`src/rtl/ctr_byte_bridge_pkg.sv`:
```
package ctr_byte_bridge_pkg;
    localparam int BYTE_W = 8;
    localparam int WORD_W = 2 * BYTE_W;

    typedef enum logic [2:0] {
        ACC_IDLE,
        ACC_WR_LO,
        ACC_WR_HI,
        ACC_RD_LO,
        ACC_RD_HI
    } acc_e;

    // Write has priority over read; unmatched addresses do nothing.
    function automatic acc_e classify(logic wr, logic rd, logic hit_lo, logic hit_hi);
        acc_e a;
        a = ACC_IDLE;
        if (wr) begin
            if (hit_hi)      a = ACC_WR_HI;
            else if (hit_lo) a = ACC_WR_LO;
        end else if (rd) begin
            if (hit_hi)      a = ACC_RD_HI;
            else if (hit_lo) a = ACC_RD_LO;
        end
        return a;
    endfunction
endpackage

```
`src/rtl/ctr_bridge_decode.sv`:
```
module ctr_bridge_decode
    import ctr_byte_bridge_pkg::*;
#(
    parameter int ADDR_W  = 2,
    parameter int ADDR_LO = 0,
    parameter int ADDR_HI = 1
) (
    input  logic [ADDR_W-1:0] addr,
    input  logic              wr,
    input  logic              rd,
    output acc_e              acc
);
    logic hit_lo, hit_hi;
    assign hit_lo = (addr == ADDR_W'(ADDR_LO));
    assign hit_hi = (addr == ADDR_W'(ADDR_HI));
    assign acc    = classify(wr, rd, hit_lo, hit_hi);
endmodule

```
`src/rtl/ctr_bridge_holdbyte.sv`:
```
module ctr_bridge_holdbyte
    import ctr_byte_bridge_pkg::*;
(
    input  logic              clk,
    input  logic              rst,
    input  acc_e              acc,
    input  logic [BYTE_W-1:0] wdata,
    input  logic [BYTE_W-1:0] cnt_lo,
    output logic [BYTE_W-1:0] hold_q
);
    always_ff @(posedge clk) begin
        if (rst) begin
            hold_q <= '0;
        end else begin
            case (acc)
                ACC_WR_LO: hold_q <= wdata;
                ACC_RD_HI: hold_q <= cnt_lo;
                default:   hold_q <= hold_q;
            endcase
        end
    end
endmodule

```
`src/rtl/ctr_bridge_reload.sv`:
```
module ctr_bridge_reload
    import ctr_byte_bridge_pkg::*;
(
    input  logic              clk,
    input  logic              rst,
    input  acc_e              acc,
    input  logic [BYTE_W-1:0] wdata,
    input  logic [BYTE_W-1:0] hold_q,
    output logic [WORD_W-1:0] reload_q,
    output logic              reload_we
);
    always_ff @(posedge clk) begin
        if (rst) begin
            reload_q  <= '0;
            reload_we <= 1'b0;
        end else begin
            reload_we <= (acc == ACC_WR_HI);
            if (acc == ACC_WR_HI)
                reload_q <= {wdata, hold_q};
        end
    end
endmodule

```
`src/rtl/ctr_byte_bridge.sv`:
```
module ctr_byte_bridge
    import ctr_byte_bridge_pkg::*;
#(
    parameter int ADDR_W  = 2,
    parameter int ADDR_LO = 0,
    parameter int ADDR_HI = 1
) (
    input  logic                  clk,
    input  logic                  rst,
    input  logic [ADDR_W-1:0]     bus_addr,
    input  logic                  bus_wr,
    input  logic                  bus_rd,
    input  logic [BYTE_W-1:0]     bus_wdata,
    output logic [BYTE_W-1:0]     bus_rdata,
    input  logic [WORD_W-1:0]     cnt_value,
    output logic [WORD_W-1:0]     reload_val,
    output logic                  reload_we,
    output logic                  cnt_hold
);
    acc_e              acc;
    logic [BYTE_W-1:0] hold_q;

    ctr_bridge_decode #(
        .ADDR_W(ADDR_W), .ADDR_LO(ADDR_LO), .ADDR_HI(ADDR_HI)
    ) u_decode (
        .addr(bus_addr), .wr(bus_wr), .rd(bus_rd), .acc(acc)
    );

    ctr_bridge_holdbyte u_hold (
        .clk(clk), .rst(rst), .acc(acc), .wdata(bus_wdata),
        .cnt_lo(cnt_value[BYTE_W-1:0]), .hold_q(hold_q)
    );

    ctr_bridge_reload u_reload (
        .clk(clk), .rst(rst), .acc(acc), .wdata(bus_wdata),
        .hold_q(hold_q), .reload_q(reload_val), .reload_we(reload_we)
    );

    always_comb begin
        case (acc)
            ACC_RD_HI: bus_rdata = cnt_value[WORD_W-1:BYTE_W];
            ACC_RD_LO: bus_rdata = hold_q;
            default:   bus_rdata = '0;
        endcase
    end

    assign cnt_hold = (acc == ACC_RD_HI);
endmodule

```
`config.mk`:
```
export PLATFORM = sky130hd
export DESIGN_NAME = ctr_byte_bridge
export DESIGN_NICKNAME = d
export VERILOG_FILES = /design/src/rtl/ctr_byte_bridge_pkg.sv /design/src/rtl/ctr_bridge_decode.sv /design/src/rtl/ctr_bridge_holdbyte.sv /design/src/rtl/ctr_bridge_reload.sv /design/src/rtl/ctr_byte_bridge.sv
export SDC_FILE = /design/constraint.sdc
export NUM_CORES = 1
export LEC_CHECK = 0
export ABC_AREA = 1
export ABC_CLOCK_PERIOD_IN_PS = 1000
export BUFFER_PORTS_ARGS = -buffer_cell sky130_fd_sc_hd__clkbuf_2
export CAP_MARGIN = 5
export CORE_UTILIZATION = 45
export CTS_CLUSTER_DIAMETER = 80
export CTS_CLUSTER_SIZE = 8
export DETAILED_ROUTE_END_ITERATION = 6
export GPL_TIMING_DRIVEN = 0
export PLACE_DENSITY = 0.78
export SLEW_MARGIN = 10
export SYNTH_ARGS = -nofsm -noshare
export SYNTH_HDL_FRONTEND = slang
export SYNTH_SLANG_ARGS = --single-unit
```
`constraint.sdc`:
```
create_clock -name clk -period 1 [get_ports clk]
set_input_delay 0 -clock clk [delete_from_list [all_inputs] [get_ports clk]]
set_output_delay 0 -clock clk [all_outputs]
set_load 0.02 [all_outputs]
```
==> results of run 1 <==
worst max path at each step:
stage,from,endpoint,slack [ns]
floorplan,bus_wr,bus_rdata[0],0.05
global placement,bus_addr[1],bus_rdata[0],-0.03
detailed placement,bus_addr[1],bus_rdata[5],-0.07
CTS,u_hold.hold_q[6]$_SDFFE_PP0P_,bus_rdata[6],-0.01
global route,u_hold.hold_q[6]$_SDFFE_PP0P_,bus_rdata[6],-0.05
finish,u_hold.hold_q[6]$_SDFFE_PP0P_,bus_rdata[6],-0.02
through the flow:
step                      cells  util (%)  total power, uW
after floorplan             166         -             1235
after global placement      247     62.96             1344
after detailed placement    247     62.96             1351
after CTS                   268     72.49             1861
after global routing        275     76.36             1975
final                       275     76.36             1904
per-layer routing:
| metal | vias to the layer above | wire, um | share of wire (%) | global-route usage, % |
|---|---|---|---|---|
| met5 | - | 0 | 0 | 0 |
| met4 | 0 | 48 | 1.4 | 7.895 |
| met3 | 7 | 219 | 6.5 | 2.609 |
| met2 | 68 | 1688 | 50 | 44.73 |
| met1 | 635 | 1393 | 42 | 28.78 |
| li1 | 704 | - | - | - |
cells in the mapped netlist:
cell type,instances
o21ai_0,8
nand2_2,1
inv_2,1
a21oi_1,16
inv_1,10
nand2_1,35
nor2_2,1
nand2_4,1
nand3_1,32
nor2_1,25
buf_4,2
nor2_4,2
clkbuf_1,3
buf_6,1
buf_2,3
dfxtp_1,25
cells by family (layout without fill, tap and decap cells):
group | Yosys count | count (layout) | share of synthesized area [%]
flops | 25 | 25 | 43.67
compound gates | 24 | 24 | 10.48
buf+inv | 20 | 101 | 8.187
simple gates | 97 | 97 | 37.66
state kept, by name, summed over array words and instances, names as in the netlist:
register	count
u_reload.reload_q	16
u_reload.reload_we	1
u_hold.hold_q	8
what timing repair did:
| action | 4_1_cts | 5_1_grt |
|---|---|---|
| resized for setup | 34 | 19 |
| gates cloned | 0 | 1 |
| endpoints found under the setup margin | 8 | 8 |
| endpoints found under the hold margin | 8 | 0 |
| setup buffers | 8 | 6 |
| hold buffers | 9 | 0 |
| pin swaps | 7 | 4 |
layout make-up:
| cell class | count | area (um^2) |
|---|---|---|
| clock inverter | 1 | 7.507 |
| timing repair inverter | 1 | 5.005 |
| fill | 179 | 543.0 |
| inverter | 11 | 41.29 |
| tap | 28 | 35.03 |
| buffer | 9 | 52.55 |
| timing repair buffer | 76 | 499.2 |
| sequential | 25 | 510.5 |
| multi-input combinational | 121 | 580.6 |
| clock buffer | 3 | 22.52 |
power by group through the flow:
stage,sequential (uW),clock [uW],combinational [uW]
3_3_place_gp,1060,0,281
5_1_grt,1050,504,419
3_5_place_dp,1060,0,287
6_report,1050,473,383
4_1_cts,1050,468,347
2_1_floorplan,1080,0,156
==> qor.csv, run 1 <==
stage;metric;value;unit
timing;Setup Viol. Count Final;3;
clocking;CTS tree;done;
floorplan;die width;52.47;um
worst_setup_path;Stages on worst setup path;3;
worst_setup_path;RR Endpoint;u_hold.hold_q[6]$_SDFFE_PP0P_;
global_route;total grt overflow;0;
pwr;Int Power;1356;uW
worst_setup_path;critical path launch point type;flip-flop;
timing;clock skew;0.001144;ns
worst_setup_path;Worst EP arrival;1.02;ns
pwr;Leak;0.0008191;uW
logic_synthesis;dominant cell type by area after synthesis;dfxtp_1;
worst_setup_path;CP top delay family;flip-flops;
drt;residual DRC count;0;
pwr;sw frac;28.76;%
logic_synthesis;Post-Syn Instances;166;
placement;placed cell area;1446;um^2
layout;share of layout cells above drive strength 1;43.32;%
floorplan;Initial Util;49.89;%
layout;nets@finish;278;
timing;final setup TNS;-0.02474;ns
layout;most common cell after layout, fill and taps aside;clkbuf_2;
clocking;Worst-path clk slew;0.14;ns
worst_setup_path;reg2reg start;u_hold.hold_q[6]$_SDFFE_PP0P_;
drt;initial DRC count;37;
global_route;vias in the first global route;1145;
pwr;Max IR drop VDD;1.099;mV
floorplan;total core area;2297;um^2
logic_synthesis;area share of the largest cell type after synthesis;43.67;%
global_route;first-pass GRT wire length;4.892;mm
global_route;GRT Util Overall;24.26;%
logic_synthesis;Distinct cells, synth;16;
pwr;Logic pwr share;20.1;%
logic_synthesis;post-synthesis average cell area;6.904;um^2
worst_setup_path;Critical Path, Cell by Cell;inv_2 > o21ai_2 > buf_6;
worst_setup_path;Crit Path Class;reg -> out;
layout;diodes inserted;0;
floorplan;std cell rows;17;
logic_synthesis;post-synthesis cell area;1146;um^2
clocking;CTS buffer count;3;
logic_synthesis;Area contributors post-synth;dfxtp_1, nand3_1, nand2_1, nor2_1, a21oi_1;
drt;drt pass-1 iters;4;
floorplan;I/O pin cnt;56;
floorplan;Die ar.;2753;um^2
layout;Syn-to-layout area delta;53.06;%
timing;Worst-Margin Slew;0.4497;ns
floorplan;die height;52.47;um
worst_setup_path;CP Buf/Inv Count;2;
timing;Max Fclk;980.9;MHz
pwr;P_sw;547.6;uW
outcome;failing checks;hold timing, setup timing;
worst_setup_path;flop2flop setup slack;0.20;ns
timing;worst rel slew slack;70.02;%
placement;DP Worst Slack;-0.06991;ns
timing;period utilization;102.0;%
drt;total wire length;3.350;mm
placement;dpl hpwl;2.165;mm
timing;max-slew violation count;0;
worst_hold_path;worst hold start;rst;
pwr;Clock power frac;24.8;%
drt;vias per inst;5.142;
logic_synthesis;Synth Warn #;0;
pwr;Flop pwr share;55.0;%
placement;IO buf count;53;
clocking;clk buf depth;2;
clocking;clock sinks;25;
clocking;Clock Latency Late Sink;0.32;ns
worst_hold_path;Hold EP;u_reload.reload_q[12]$_SDFFE_PP0P_;
worst_setup_path;slowest stage delay, CP;0.36;ns
placement;Routability Congestion;0.8032;
timing;worst hold slack;-0.005259;ns
clocking;H-tree levels;1;
timing;final hold vios;4;
logic_synthesis;sequential share of the synthesized area;43.67;%
timing;setup slack after layout;-0.01950;ns
layout;most frequent cells in the layout;clkbuf_2, nand2_1, nand3_1;
clocking;root buf cell;clkbuf_4;
global_route;pin count of the biggest net entering global routing;16;
timing;min Tclk post-route;1.020;ns
worst_setup_path;CP max stage cell;dfxtp_2;
worst_setup_path;crit path max fanout;2;
worst_hold_path;Hold Crit Class;in -> reg;
outcome;status;finished with violations;
timing;RSZ-0062 raised after global routing;yes;
pwr;Pwr Density;1085;nW/um^2
logic_synthesis;Seq cells post-synth;25;
global_route;initial antenna violation count;0;
logic_synthesis;synthesized net count;196;
layout;cell area after layout;1754;um^2
drt;wire per inst;12.18;um
run;max_cap viols;0;
worst_setup_path;CP Capture Type;output port;
drt;vias;1414;
worst_hold_path;hold depth;2;
worst_setup_path;worst reg2reg path depth;5;
worst_setup_path;Worst EP required;1.00;ns
drt;ANT nets after route;0;
Power figures use the tool's default switching activity.
==> run 2: changes to the inputs <==
- REMOVE_ABC_BUFFERS: unset -> 1
==> run 2 against run 1 <==
The flow finishes with violations (setup timing). Non-clock buffer count down 7. Worst setup slack better by 0.0089 ns. Clock power down 1%.
==> qor.csv, run 2 (synthesis gave the netlist of run 1 again) <==
stage;metric;value;unit;change
timing;Setup Viol. Count Final;1;;-2
floorplan;I/O pin cnt;56;;unchanged
clocking;root buf cell;clkbuf_4;;
layout;top register by number of flip-flops;u_reload.reload_q;;
layout;diodes inserted;0;;unchanged
global_route;initial antenna violation count;0;;unchanged
worst_setup_path;Worst EP required;1.00;ns;about the same
drt;total wire length;3.434;mm;+2.5%
placement;dpl hpwl;1.959;mm;-9.5%
worst_setup_path;crit path max fanout;2;;unchanged
worst_setup_path;CP Capture Type;output port;;
floorplan;die height;52.47;um;unchanged
timing;clock skew;0.007231;ns;+0.006087 ns
clocking;CTS tree;done;;
layout;Syn-to-layout area delta;51.09;%;
layout;most frequent cells in the layout;clkbuf_2, nand2_1, nand3_1;;
placement;placed cell area;1404;um^2;-2.9%
worst_hold_path;worst hold start;cnt_value[1];;
drt;ANT nets after route;0;;unchanged
worst_hold_path;Hold Crit Class;in -> reg;;
clocking;clock sinks;25;;unchanged
timing;Worst-Margin Slew;0.6050;ns;+0.1553 ns
timing;worst rel slew slack;59.63;%;-10 points
layout;flip-flop count of the largest register after layout;16;;unchanged
clocking;CTS buffer count;3;;unchanged
global_route;pin count of the biggest net entering global routing;28;;+12
drt;initial DRC count;34;;-8.1%
pwr;Pwr Density;1092;nW/um^2;+0.58%
worst_setup_path;Critical Path, Cell by Cell;inv_2 > o21ai_2 > buf_6;;
worst_setup_path;CP top delay family;flip-flops;;
timing;final hold vios;0;;-4
layout;share of layout cells above drive strength 1;41.67;%;-1.7 points
worst_setup_path;Worst EP arrival;1.01;ns;about the same
drt;residual DRC count;0;;unchanged
drt;drt pass-1 iters;4;;unchanged
layout;fillers;179;;unchanged
layout;nets@finish;271;;-2.5%
placement;Routability Congestion;0.7597;;-5.4%
timing;setup slack after layout;-0.01065;ns;+0.008855 ns
timing;min Tclk post-route;1.011;ns;-0.008855 ns
global_route;first-pass GRT wire length;5.119;mm;+4.6%
outcome;failing checks;setup timing;;
clocking;clk buf depth;2;;unchanged
global_route;GRT Util Overall;25.50;%;+1.2 points
layout;cell area after layout;1732;um^2;-1.3%
pwr;Leak;0.0008012;uW;-2.2%
worst_setup_path;Crit Path Class;reg -> out;;
timing;RSZ-0062 raised after global routing;yes;;
floorplan;std cell rows;17;;unchanged
timing;Max Fclk;989.5;MHz;+0.88%
floorplan;total core area;2297;um^2;unchanged
global_route;vias in the first global route;1167;;+1.9%
floorplan;die width;52.47;um;unchanged
clocking;H-tree levels;1;;unchanged
layout;Top Registers;u_reload.reload_q (16), u_hold.hold_q (8), u_reload.reload_we (1);;
timing;max-slew violation count;0;;unchanged
worst_setup_path;crit path from;u_hold.hold_q[3]$_SDFFE_PP0P_;;
floorplan;Initial Util;49.89;%;unchanged
worst_setup_path;reg2reg start;u_hold.hold_q[1]$_SDFFE_PP0P_;;
placement;DP Worst Slack;-0.3816;ns;-0.3117 ns
outcome;status;finished with violations;;
pwr;Max IR drop VDD;0.9306;mV;-15%
clocking;Worst-path clk slew;0.14;ns;about the same
layout;Multi-input gate area;588.1;um^2;+1.3%
global_route;total grt overflow;0;;unchanged
worst_setup_path;CP max stage cell;dfxtp_2;;
layout;most common cell after layout, fill and taps aside;clkbuf_2;;
clocking;Clock Latency Late Sink;0.33;ns;about the same
worst_setup_path;slowest stage delay, CP;0.36;ns;about the same
worst_setup_path;CP Buf/Inv Count;2;;unchanged
drt;wire per inst;12.81;um;+5.2%
placement;IO buf count;55;;+3.8%
layout;register area;510.5;um^2;unchanged
floorplan;Die ar.;2753;um^2;unchanged
run;max_cap viols;0;;unchanged
worst_setup_path;critical path launch point type;flip-flop;;
drt;vias;1391;;-1.6%
timing;period utilization;101.1;%;-0.89 points
drt;vias per inst;5.190;;+0.94%
run 2: what timing repair did:
action,CTS,global route
setup buffers,9,2
endpoints found under the setup margin,9,8
resized for setup,36,20
gates cloned,1,0
pin swaps,9,2
hold buffers,12,0
endpoints found under the hold margin,12,0
run 2: power breakdown:
group	switching (uW)	total (uW)	internal (uW)	leakage, uW
registers	17.4	1050	1030	0.000206
logic	211	377	167	0.000577
clock network	316	467	150	0.0000177
run 2: path summary, 6_finish.rpt:
kind	to	slack, ns	depth (start not counted)
hold reg to reg	u_reload.reload_q[0]$_SDFFE_PP0P_	0.47	2
hold / removal	u_hold.hold_q[1]$_SDFFE_PP0P_	0.02	5
setup reg to reg	u_hold.hold_q[1]$_SDFFE_PP0P_	0.09	6
setup / recovery	bus_rdata[3]	-0.01	3
run 2: worst min-delay path: cells and delay by family:
family | cells | cell delay, ns
buf+inv | 1 | 0.07
simple gates | 4 | 0.24
run 2: final cells by class:
class | instances | area share, %
Clock inverter | 1 | 0.2890
Timing Repair Buffer | 78 | 30.56
Clock buffer | 3 | 1.301
Multi-Input combinational cell | 122 | 33.96
Inverter | 11 | 2.384
Sequential cell | 25 | 29.48
Tap cell | 28 | 2.023
run 2: through the flow:
| step | hold WS, ns | cells | setup TNS [ns] | total power, uW | util, % |
|---|---|---|---|---|---|
| 2_1_floorplan | 0.06907 | 157 | -0.3781 | 1196 | - |
| 6_report | 0.01570 | 268 | -0.01065 | 1890 | 75.38 |
| 3_3_place_gp | 0.2718 | 240 | -9.808 | 1329 | 61.11 |
| 5_1_grt | 0.008353 | 268 | -0.2788 | 1980 | 75.38 |
| 3_5_place_dp | 0.2826 | 240 | -10.87 | 1336 | 61.11 |
| 4_1_cts | 0.00009900 | 266 | -0.1229 | 1879 | 72.77 |
run 2: layer usage:
metal / share of wire (%) / track usage (%) / vias up
li1: - / - / 687
met4: 1.8 / 12.28 / 0
met3: 6.5 / 3.478 / 8
met2: 52 / 42.19 / 67
met1: 39 / 32.21 / 629
met5: 0 / 0 / -
==> run 3: changes to the inputs <==
- PLACE_DENSITY: 0.78 -> 0.83
==> run 3 against run 2 <==
Clock-buffer cell count rose by 1. The run now ends clean. Largest cell class unchanged. Largest power group unchanged. Critical endpoint is now bus_rdata[7]. Sequential power is essentially flat. Fmax is 3.3% higher. Highest routed layer unchanged. Sequential share of layout area is 1.0 points higher. First-iteration DRC count up 79%. Core utilization shrank 2.6 points. Combinational power is 3% lower. Wire length grew 1.6%. Worst setup slack better by 0.032 ns.
==> qor.csv, run 3 (synthesis gave the netlist of run 1 again) <==
stage;metric;value;unit;change
worst_setup_path;RR Endpoint;u_reload.reload_q[5]$_SDFFE_PP0P_;;
layout;Syn-to-layout area delta;45.96;%;
drt;ANT nets after route;0;;unchanged
drt;total wire length;3.489;mm;+1.6%
layout;fillers;172;;-3.9%
clocking;Worst-path clk slew;0.13;ns;about the same
worst_setup_path;slowest stage delay, CP;0.36;ns;about the same
floorplan;die height;52.47;um;unchanged
worst_setup_path;worst reg2reg path depth;3;;-3
clocking;clock sinks;25;;unchanged
pwr;Leak;0.0007708;uW;-3.8%
worst_setup_path;Worst EP arrival;0.98;ns;-0.03 ns
layout;fin util;72.82;%;-2.6 points
worst_hold_path;Hold Crit Class;in -> reg;;
timing;Max Fclk;1022;MHz;+3.3%
worst_setup_path;CP Capture Type;output port;;
timing;setup slack after layout;0.02135;ns;+0.03199 ns
drt;initial DRC count;61;;+79%
global_route;pin count of the biggest net entering global routing;28;;unchanged
worst_hold_path;worst hold start;cnt_value[3];;
layout;nets@finish;265;;-2.2%
worst_setup_path;reg2reg start;u_hold.hold_q[5]$_SDFFE_PP0P_;;
layout;Multi-input gate area;590.6;um^2;+0.43%
worst_setup_path;Critical Path, Cell by Cell;inv_2 > o21ai_1 > buf_4;;
drt;wire per inst;13.32;um;+3.9%
timing;clock skew;0.0007344;ns;-0.006497 ns
worst_setup_path;Crit Path Class;reg -> out;;
worst_setup_path;crit path max fanout;2;;unchanged
floorplan;Initial Util;49.89;%;unchanged
clocking;CTS tree;done;;
floorplan;die width;52.47;um;unchanged
clocking;CTS buffer count;3;;unchanged
layout;most common cell after layout, fill and taps aside;clkbuf_2;;
drt;vias per inst;5.260;;+1.3%
worst_hold_path;Hold EP;u_hold.hold_q[3]$_SDFFE_PP0P_;;
timing;final hold vios;0;;unchanged
global_route;vias in the first global route;1154;;-1.1%
pwr;Max IR drop VDD;0.7662;mV;-18%
global_route;GRT Util Overall;24.01;%;-1.5 points
floorplan;total core area;2297;um^2;unchanged
pwr;Pwr Density;1117;nW/um^2;+2.4%
clocking;clk buf depth;2;;unchanged
layout;top register by number of flip-flops;u_reload.reload_q;;
placement;dpl hpwl;1.844;mm;-5.9%
timing;worst rel slew slack;62.94;%;+3.3 points
global_route;first-pass GRT wire length;4.940;mm;-3.5%
clocking;H-tree levels;1;;unchanged
clocking;root buf cell;clkbuf_4;;
floorplan;Die ar.;2753;um^2;unchanged
timing;Setup Viol. Count Final;0;;-1
layout;most frequent cells in the layout;clkbuf_2, nand2_1, nand3_1;;
drt;residual DRC count;0;;unchanged
layout;flip-flop count of the largest register after layout;16;;unchanged
timing;Worst-Margin Slew;0.5553;ns;-0.04970 ns
drt;vias;1378;;-0.93%
worst_setup_path;CP max stage cell;dfxtp_2;;
timing;max-slew violation count;0;;unchanged
global_route;initial antenna violation count;0;;unchanged
placement;Routability Congestion;0.7656;;+0.78%
timing;min Tclk post-route;0.9787;ns;-0.03199 ns
layout;share of layout cells above drive strength 1;41.45;%;-0.21 points
run;max_cap viols;0;;unchanged
timing;period utilization;97.87;%;-3.2 points
worst_setup_path;flop2flop setup slack;0.25;ns;+0.16 ns
worst_setup_path;critical path launch point type;flip-flop;;
worst_setup_path;Worst EP required;1.00;ns;about the same
layout;diodes inserted;0;;unchanged
floorplan;std cell rows;17;;unchanged
outcome;status;complete, no violations;;
timing;RSZ-0062 raised after global routing;yes;;
placement;DP Worst Slack;-0.3910;ns;-0.009463 ns
layout;Top Registers;u_reload.reload_q (16), u_hold.hold_q (8), u_reload.reload_we (1);;
floorplan;I/O pin cnt;56;;unchanged
drt;drt pass-1 iters;4;;unchanged
clocking;Clock Latency Late Sink;0.31;ns;-0.02 ns
placement;IO buf count;55;;unchanged
global_route;total grt overflow;0;;unchanged
layout;register area;510.5;um^2;unchanged
worst_hold_path;hold depth;5;;unchanged
[run 3: cell types whose count changed in the layout (fill, tap and decap cells not counted), sizes merged]
| cell | before | now |
|---|---|---|
| clkinvlp | 0 | 1 |
| clkinv | 1 | 0 |
| clkbuf | 50 | 51 |
| buf | 19 | 16 |
| dlygate4sd3 | 12 | 8 |
[run 3: timing repair]
action / CTS / global route
gates resized for setup: 36 / 20
cloned: 2 / 0
setup buffers: 4 / 4
endpoints found under the setup margin: 9 / 8
hold buffers: 8 / 0
pin swaps: 8 / 3
hold endpoints to repair: 8 / 0
[run 3: stage by stage]
step	power (uW)	area, um^2	instances	setup TNS (ns)	hold WS, ns
floorplan	1196	1094	157	-0.3781	0.06907
global placement	1334	1404	240	-10.78	0.2768
detailed placement	1334	1404	240	-10.54	0.2786
CTS	1825	1605	258	-0.0007705	0.01072
global route	1928	1673	262	-0.02618	0.03474
finish	1869	1673	262	0	0.01083
[run 3: cell type report]
class / count / area share, %
repair inverters: 1 / 0.4488
flip-flops and latches: 25 / 30.52
multi-input cells: 122 / 35.30
inverters: 11 / 2.618
clock buffers: 4 / 1.571
well taps: 28 / 2.094
repair buffers: 71 / 27.45
[run 3: worst max-delay path, delay by kind of cell, from the launching register on]
family	cells	cell delay (ns)
buffers and inverters	2	0.20
flip-flops	1	0.36
AO/OA/AOI/OAI	1	0.11
[run 3: power breakdown]
part	internal (uW)	leakage (uW)	switching [uW]
Clock	156	0.0000150	303
Sequential	1030	0.000206	15.9
Combinational	151	0.000549	215
Total	1340	0.000771	534
[run 3: metal layers]
metal | global-route usage, % | part of all wire [%] | wire, um | up-vias
met1 | 28.93 | 40 | 1406 | 606
met5 | 0 | 0 | 0 | -
met2 | 41.35 | 50 | 1731 | 76
met3 | 3.188 | 7.1 | 247 | 13
li1 | - | - | - | 683
met4 | 11.84 | 3.0 | 104 | 0
[run 3: worst max path at each step]
stage,startpoint,to,depth (start not counted)
floorplan,bus_addr[0],bus_rdata[0],6
finish,u_hold.hold_q[7]$_SDFFE_PP0P_,bus_rdata[7],3
global route,u_hold.hold_q[2]$_SDFFE_PP0P_,bus_rdata[2],3
detailed placement,bus_wr,bus_rdata[1],7
CTS,u_hold.hold_q[0]$_SDFFE_PP0P_,bus_rdata[0],3
global placement,bus_wr,bus_rdata[4],7
